--- config.mk ---
export PLATFORM = sky130hd
export DESIGN_NAME = gpio_irq_bank
export DESIGN_NICKNAME = d
export VERILOG_FILES = /design/src/rtl/gpb_pkg.sv /design/src/rtl/gpb_sync.sv /design/src/rtl/gpb_detect.sv /design/src/rtl/gpb_regs.sv /design/src/rtl/gpio_irq_bank.sv
export SDC_FILE = /design/constraint.sdc
export NUM_CORES = 1
export LEC_CHECK = 0
export BUFFER_PORTS_ARGS = -buffer_cell sky130_fd_sc_hd__buf_2
export CORE_MARGIN = 10
export CORE_UTILIZATION = 54
export DETAILED_ROUTE_END_ITERATION = 8
export PLACE_DENSITY_LB_ADDON = 0.3
export SLEW_MARGIN = 10
export SYNTH_ARGS = -nofsm -noshare
export SYNTH_HDL_FRONTEND = slang
export SYNTH_SLANG_ARGS = --single-unit
--- constraint.sdc ---
create_clock -name clk -period 1.7 [get_ports clk]
set_input_delay 0.085 -clock clk [delete_from_list [all_inputs] [get_ports clk]]
set_output_delay 0.085 -clock clk [all_outputs]
set_load 0.03 [all_outputs]
--- src/rtl/gpb_pkg.sv ---
package gpb_pkg;
  localparam int DATA_W = 32;
  localparam int ADDR_W = 8;

  localparam logic [ADDR_W-1:0] OFS_MODE   = 8'h00;
  localparam logic [ADDR_W-1:0] OFS_DIR    = 8'h04;
  localparam logic [ADDR_W-1:0] OFS_DOUT   = 8'h08;
  localparam logic [ADDR_W-1:0] OFS_DIN    = 8'h0C;
  localparam logic [ADDR_W-1:0] OFS_PEND   = 8'h10;
  localparam logic [ADDR_W-1:0] OFS_ACK    = 8'h14;
  localparam logic [ADDR_W-1:0] OFS_MASK   = 8'h18;
  localparam logic [ADDR_W-1:0] OFS_UNMASK = 8'h1C;
  localparam logic [ADDR_W-1:0] OFS_POL    = 8'h20;
  localparam logic [ADDR_W-1:0] OFS_TRIG   = 8'h24;
  localparam logic [ADDR_W-1:0] OFS_BOTH   = 8'h4C;

  typedef enum logic [3:0] {
    SEL_NONE, SEL_MODE, SEL_DIR, SEL_DOUT, SEL_DIN, SEL_PEND, SEL_ACK,
    SEL_MASK, SEL_UNMASK, SEL_POL, SEL_TRIG, SEL_BOTH
  } reg_sel_e;

  function automatic reg_sel_e decode(input logic [ADDR_W-1:0] a);
    case (a)
      OFS_MODE:   return SEL_MODE;
      OFS_DIR:    return SEL_DIR;
      OFS_DOUT:   return SEL_DOUT;
      OFS_DIN:    return SEL_DIN;
      OFS_PEND:   return SEL_PEND;
      OFS_ACK:    return SEL_ACK;
      OFS_MASK:   return SEL_MASK;
      OFS_UNMASK: return SEL_UNMASK;
      OFS_POL:    return SEL_POL;
      OFS_TRIG:   return SEL_TRIG;
      OFS_BOTH:   return SEL_BOTH;
      default:    return SEL_NONE;
    endcase
  endfunction
endpackage

--- src/rtl/gpb_sync.sv ---
module gpb_sync #(
  parameter int W      = 32,
  parameter int STAGES = 2
) (
  input  logic         clk,
  input  logic         rst,
  input  logic [W-1:0] d,
  output logic [W-1:0] q
);
  logic [W-1:0] stage_q [STAGES];

  generate
    for (genvar s = 0; s < STAGES; s++) begin : g_stage
      if (s == 0) begin : g_first
        always_ff @(posedge clk) begin
          if (rst) stage_q[s] <= '0;
          else     stage_q[s] <= d;
        end
      end else begin : g_next
        always_ff @(posedge clk) begin
          if (rst) stage_q[s] <= '0;
          else     stage_q[s] <= stage_q[s-1];
        end
      end
    end
  endgenerate

  assign q = stage_q[STAGES-1];
endmodule

--- src/rtl/gpb_detect.sv ---
module gpb_detect #(
  parameter int W = 32
) (
  input  logic         clk,
  input  logic         rst,
  input  logic [W-1:0] lvl,
  input  logic [W-1:0] mode,
  input  logic [W-1:0] trig,
  input  logic [W-1:0] pol,
  input  logic [W-1:0] both,
  input  logic [W-1:0] ack,
  output logic [W-1:0] pend
);
  logic [W-1:0] prev_q;
  logic [W-1:0] lat_q;
  logic [W-1:0] ev;

  always_ff @(posedge clk) begin
    if (rst) prev_q <= '0;
    else     prev_q <= lvl;
  end

  generate
    for (genvar i = 0; i < W; i++) begin : g_pin
      logic rise, fall, edge_mode;
      assign rise      = lvl[i] & ~prev_q[i];
      assign fall      = ~lvl[i] & prev_q[i];
      assign edge_mode = mode[i] & trig[i];
      assign ev[i]     = edge_mode & (both[i] ? (rise | fall) : (pol[i] ? fall : rise));

      always_ff @(posedge clk) begin
        if (rst) lat_q[i] <= 1'b0;
        else     lat_q[i] <= (lat_q[i] & ~ack[i] & edge_mode) | ev[i];
      end

      assign pend[i] = mode[i] & (trig[i] ? lat_q[i] : (lvl[i] ^ pol[i]));

      // an acknowledge with no new edge drops the flag
      assert_ack_clears_R7: assert property (@(posedge clk) disable iff (rst)
        (ack[i] && !ev[i]) |=> !lat_q[i]);
      // a detected edge is latched even when acknowledged in the same cycle
      assert_edge_wins_R7: assert property (@(posedge clk) disable iff (rst)
        ev[i] |=> lat_q[i]);
    end
  endgenerate
endmodule

--- src/rtl/gpb_regs.sv ---
module gpb_regs
  import gpb_pkg::*;
#(
  parameter int W = 32
) (
  input  logic              clk,
  input  logic              rst,
  input  logic [ADDR_W-1:0] addr,
  input  logic              wr_en,
  input  logic [DATA_W-1:0] wdata,
  input  logic [W-1:0]      din_sync,
  input  logic [W-1:0]      pend,
  output logic [W-1:0]      mode,
  output logic [W-1:0]      dir,
  output logic [W-1:0]      dout,
  output logic [W-1:0]      pol,
  output logic [W-1:0]      trig,
  output logic [W-1:0]      both,
  output logic [W-1:0]      mask,
  output logic [W-1:0]      ack,
  output logic [DATA_W-1:0] rdata
);
  reg_sel_e     sel;
  logic [W-1:0] wbits;

  assign sel   = decode(addr);
  assign wbits = wdata[W-1:0];
  assign ack   = (wr_en && sel == SEL_ACK) ? wbits : '0;

  function automatic logic [DATA_W-1:0] widen(input logic [W-1:0] v);
    logic [DATA_W-1:0] r;
    r = '0;
    r[W-1:0] = v;
    return r;
  endfunction

  always_ff @(posedge clk) begin
    if (rst) begin
      mode <= '0;
      dir  <= '0;
      dout <= '0;
      pol  <= '0;
      trig <= '0;
      both <= '0;
      mask <= '1;
    end else if (wr_en) begin
      case (sel)
        SEL_MODE:   mode <= wbits;
        SEL_DIR:    dir  <= wbits;
        SEL_DOUT:   dout <= wbits;
        SEL_POL:    pol  <= wbits;
        SEL_TRIG:   trig <= wbits;
        SEL_BOTH:   both <= wbits;
        SEL_MASK:   mask <= mask | ~wbits;
        SEL_UNMASK: mask <= mask & ~wbits;
        default: ;
      endcase
    end
  end

  logic [W-1:0] rd_mux;
  always_comb begin
    case (sel)
      SEL_MODE: rd_mux = mode;
      SEL_DIR:  rd_mux = dir;
      SEL_DOUT: rd_mux = dout;
      SEL_DIN:  rd_mux = din_sync;
      SEL_PEND: rd_mux = pend;
      SEL_MASK: rd_mux = mask;
      SEL_POL:  rd_mux = pol;
      SEL_TRIG: rd_mux = trig;
      SEL_BOTH: rd_mux = both;
      default:  rd_mux = '0;
    endcase
  end

  always_ff @(posedge clk) begin
    if (rst) rdata <= '0;
    else     rdata <= widen(rd_mux);
  end

  // bits written as 1 to the unmask offset are unmasked afterwards
  assert_unmask_R8: assert property (@(posedge clk) disable iff (rst)
    (wr_en && addr == OFS_UNMASK) |=> (mask & $past(wbits)) == '0);
  // bits written as 0 to the mask offset are masked afterwards
  assert_mask_set_R8: assert property (@(posedge clk) disable iff (rst)
    (wr_en && addr == OFS_MASK) |=> (mask | $past(wbits)) == '1);
endmodule

--- src/rtl/gpio_irq_bank.sv ---
module gpio_irq_bank
  import gpb_pkg::*;
#(
  parameter int NPINS = 32
) (
  input  logic              clk,
  input  logic              rst,
  input  logic [ADDR_W-1:0] addr,
  input  logic              wr_en,
  input  logic [DATA_W-1:0] wdata,
  output logic [DATA_W-1:0] rdata,
  input  logic [NPINS-1:0]  pin_in,
  output logic [NPINS-1:0]  pin_out,
  output logic [NPINS-1:0]  pin_oe,
  output logic              irq
);
  logic [NPINS-1:0] lvl, mode, dir, dout, pol, trig, both, mask, ack, pend;

  gpb_sync #(.W(NPINS), .STAGES(2)) u_sync (
    .clk(clk), .rst(rst), .d(pin_in), .q(lvl)
  );

  gpb_detect #(.W(NPINS)) u_detect (
    .clk(clk), .rst(rst), .lvl(lvl), .mode(mode), .trig(trig),
    .pol(pol), .both(both), .ack(ack), .pend(pend)
  );

  gpb_regs #(.W(NPINS)) u_regs (
    .clk(clk), .rst(rst), .addr(addr), .wr_en(wr_en), .wdata(wdata),
    .din_sync(lvl), .pend(pend), .mode(mode), .dir(dir), .dout(dout),
    .pol(pol), .trig(trig), .both(both), .mask(mask), .ack(ack),
    .rdata(rdata)
  );

  assign pin_out = dout;
  assign pin_oe  = dir & ~mode;

  always_ff @(posedge clk) begin
    if (rst) irq <= 1'b0;
    else     irq <= |(pend & ~mask);
  end

  // no unmasked pending pin means the request drops next cycle
  assert_irq_quiet_R9: assert property (@(posedge clk) disable iff (rst)
    ((pend & ~mask) == '0) |=> !irq);
  // reset leaves the request low and no pin driven
  assert_reset_state_R1: assert property (@(posedge clk)
    rst |=> (!irq && pin_oe == '0 && rdata == '0));
endmodule

==> impl_metrics.yaml <==
sta:
  fin_tns_setup_ns: -0.1195
  maxSlewHeadroom_pct: 62.39
  post-route-period-util_pct: 106.0
  max_freq_mhz: 555.1
  fin_crit_ns: 1.801
  skew_ns: 0.01330
  hold_viol: 0
  hold_slack_ns: 0.2438
  rsz0062_at_grt: "true"
  slew_viol_final: 0
  worst_slack_ns: -0.1014
  worst_slew_pin_slew_ns: 0.5499
  setup_viol: 2
logic_synthesis:
  synth_area_um2: 18090
  synth-seq-cells: 385
  yosysMostFrequentCell: "nand2_1"
  syn_avg_cell_area_um2: 8.539
  synthFlopType: "dfxtp_1"
  synthTopCellsByCount: "nand2_1, dfxtp_1, a21oi_1, nand2b_1, inv_1"
  yosys.area.top_type_share_pct: 42.60
  syn_inst: 2119
  async_reset_ff_share_pct: 0
  ys.warnings.count: 0
  ys_types: 61
  synth_nets: 2258
  seq_area_frac_synth_pct: 42.60
  synth_edf_count: 0
  post_synth_main_area_contributors: "dfxtp_1, nand2_1, nand2b_1, ha_1, a21oi_1"
  yosysTopAreaCell: "dfxtp_1"
grt:
  antenna_found_initial: 2
  gr-total-overflow: 0
  grt_pass1_vias: 17960
  grt_max_degree: 54
  track_usage_pct: 30.36
  grt_pass1_wl_um: 100500
cells_and_area:
  area_delta_synth_final_pct: 28.36
  post-route-cell-area_um2: 23220
  nets: 2616
  drive_gt1_share_pct: 21.16
  final_cells: 2950
  fin_util_pct: 70.84
  fillers: 2521
floorplanning:
  coreArea_um2: 32780
  start_util_pct: 55.19
  num_rows: 66
  dieArea_um2: 41230
  die_h_um: 203.1
  die_w_um: 203.1
  io-pin-count: 172
worst_setup_path:
  critPathMaxFanout: 2
  cp_data_required_time_ns: 2.11
  path_class: "reg -> reg"
  r2r_cells: 6
  cp-end-kind: "register"
  startpoint_type: "register"
  r2r_start: "u_sync.stage_q[1][18]$_SDFF_PP0_"
  crit_arrival_ns: 2.21
  r2r_end: "irq$_SDFF_PP0_"
  r2r_slack_ns: -0.10
power_and_ir_drop:
  peakVddDrop_mv: 0.8165
  p_total_mw: 20.52
  leakage_nw: 9.095
  power-per-cell-area_nw_per_um2: 883.6
cts:
  clk_pin_slew_worst_paths_ns: 0.06
  cts_tree: "yes"
  cts_root_buffer: "clkbuf_16"
  cts_sinks: 385
  cts_buffers: 41
  cts-htree-levels: 2
  clk_latency_ns: 0.54
  clock_path_buffers: 3
placement:
  place_area_um2: 20900
  dp_cells: 2807
  port_buffers: 171
  place_ws_ns: -0.6222
  gp_congestion: 0.9333
  hpwl_um: 43540
drt:
  wl_per_cell_um: 22.13
  ant_nets: 0
  drt_wl_total_um: 65270
  drc: 1
  viasPerCell: 6.079
  dr.pass1.iters: 9
  dr.first_iter.drc_count: 2263
  vias: 17930
min_path:
  hp-class: "in -> reg"
  hold_depth: 6
  hold_start: "wr_en"
  hold_end: "u_regs.mask[14]$_SDFFE_PP1P_"
status:
  outcome: "finished, violations left"
  violations: "DRC, setup timing"
job:
  drv_cap: 0
## area by class of cell
class	count	area [um^2]	share of cell area, %
diodes	3	7.507	0.03232
clock buffers	56	1192	5.134
clock inverters	15	327.8	1.411
inverters	114	427.9	1.842
multi-input cells	1475	9459	40.73
flip-flops and latches	385	7712	33.21
well taps	442	553.0	2.381
repair buffers	460	3545	15.26
## metal layers
metal / vias to the layer above / wire, um / GRT usage [%]
li1: 8066 / - / -
met1: 8479 / 24930 / 37.05
met2: 1134 / 30170 / 49.79
met3: 254 / 7193 / 6.957
met4: 0 / 2972 / 14.39
met5: - / 0 / 0
## power breakdown
part           switching [mW]  internal (mW)  total (mW)  leakage, nW
registers              0.0646           9.12        9.19         3.12
clock network            3.69           6.40        10.1        0.746
logic                   0.714          0.532        1.25         5.23
total                    4.47           16.1        20.5         9.10
## placed cells by master (no fill, tap or decap), types with 32 or more instances in the layout
cell,n
nand2_1,387
dfxtp_1,381
buf_4,194
buf_2,170
a21oi_1,158
nand2b_1,137
inv_1,113
nor2b_1,96
mux2i_1,72
nor2_1,71
dlygate4sd3_1,67
o21ai_0,66
ha_1,64
clkbuf_16,41
a22oi_1,38
a221oi_1,38
a211oi_1,37
mux2_2,33
o31ai_1,33
xor2_1,32
## logic make-up (layout without fill, tap and decap cells)
logic type	count (synthesis)	in the layout	synth area share [%]
other cells	0	3	0
flops	385	385	42.60
fa+ha+maj	64	64	4.426
compound gates	519	519	19.16
buf+inv	259	645	6.030
simple gates	753	753	20.10
xor+xnor	33	33	1.597
mux	106	106	6.092
## worst max-delay path, stage by stage, from the launching register on
cell and delay, ns:
dfxtp_1 0.34, xor2_1 0.17, o2111ai_1 0.35, nand4_1 0.23, nor4_2 0.33, buf_4 0.17, a41oi_2 0.09
## worst max-delay path by stage
stage                                           startpoint                     endpoint  cells past startpoint
after floorplan                                    addr[6]  u_regs.dir[10]$_SDFFE_PP0P_                      8
after global placement                             addr[5]  u_regs.rdata[25]$_SDFF_PP0_                      8
after detailed placement                           addr[5]  u_regs.rdata[25]$_SDFF_PP0_                      8
after CTS                       u_regs.pol[6]$_SDFFE_PP0P_               irq$_SDFF_PP0_                      7
after global routing            u_regs.pol[9]$_SDFFE_PP0P_               irq$_SDFF_PP0_                      6
final                     u_sync.stage_q[1][18]$_SDFF_PP0_               irq$_SDFF_PP0_                      6
## flip-flops by register name (all words and copies together), names as in the netlist
| name | flops |
|---|---|
| u_regs.mask | 32 |
| u_detect.prev_q | 32 |
| u_regs.both | 32 |
| irq | 1 |
| u_sync.stage_q | 64 |
| u_regs.dir | 32 |
| u_regs.mode | 32 |
| u_regs.trig | 32 |
| u_regs.dout | 32 |
| u_detect.lat_q | 32 |
| u_regs.rdata | 32 |
| u_regs.pol | 32 |
## timing repair
item | 4_1_cts | 5_1_grt
buffers inserted | 0 | 2
resized for setup | 9 | 20
pin swaps | 2 | 9
gates cloned | 0 | 0
hold endpoints to repair | 260 | 0
hold buffers | 67 | 0
endpoints found under the setup margin | 4 | 8
(Power assumes the default switching activity.)
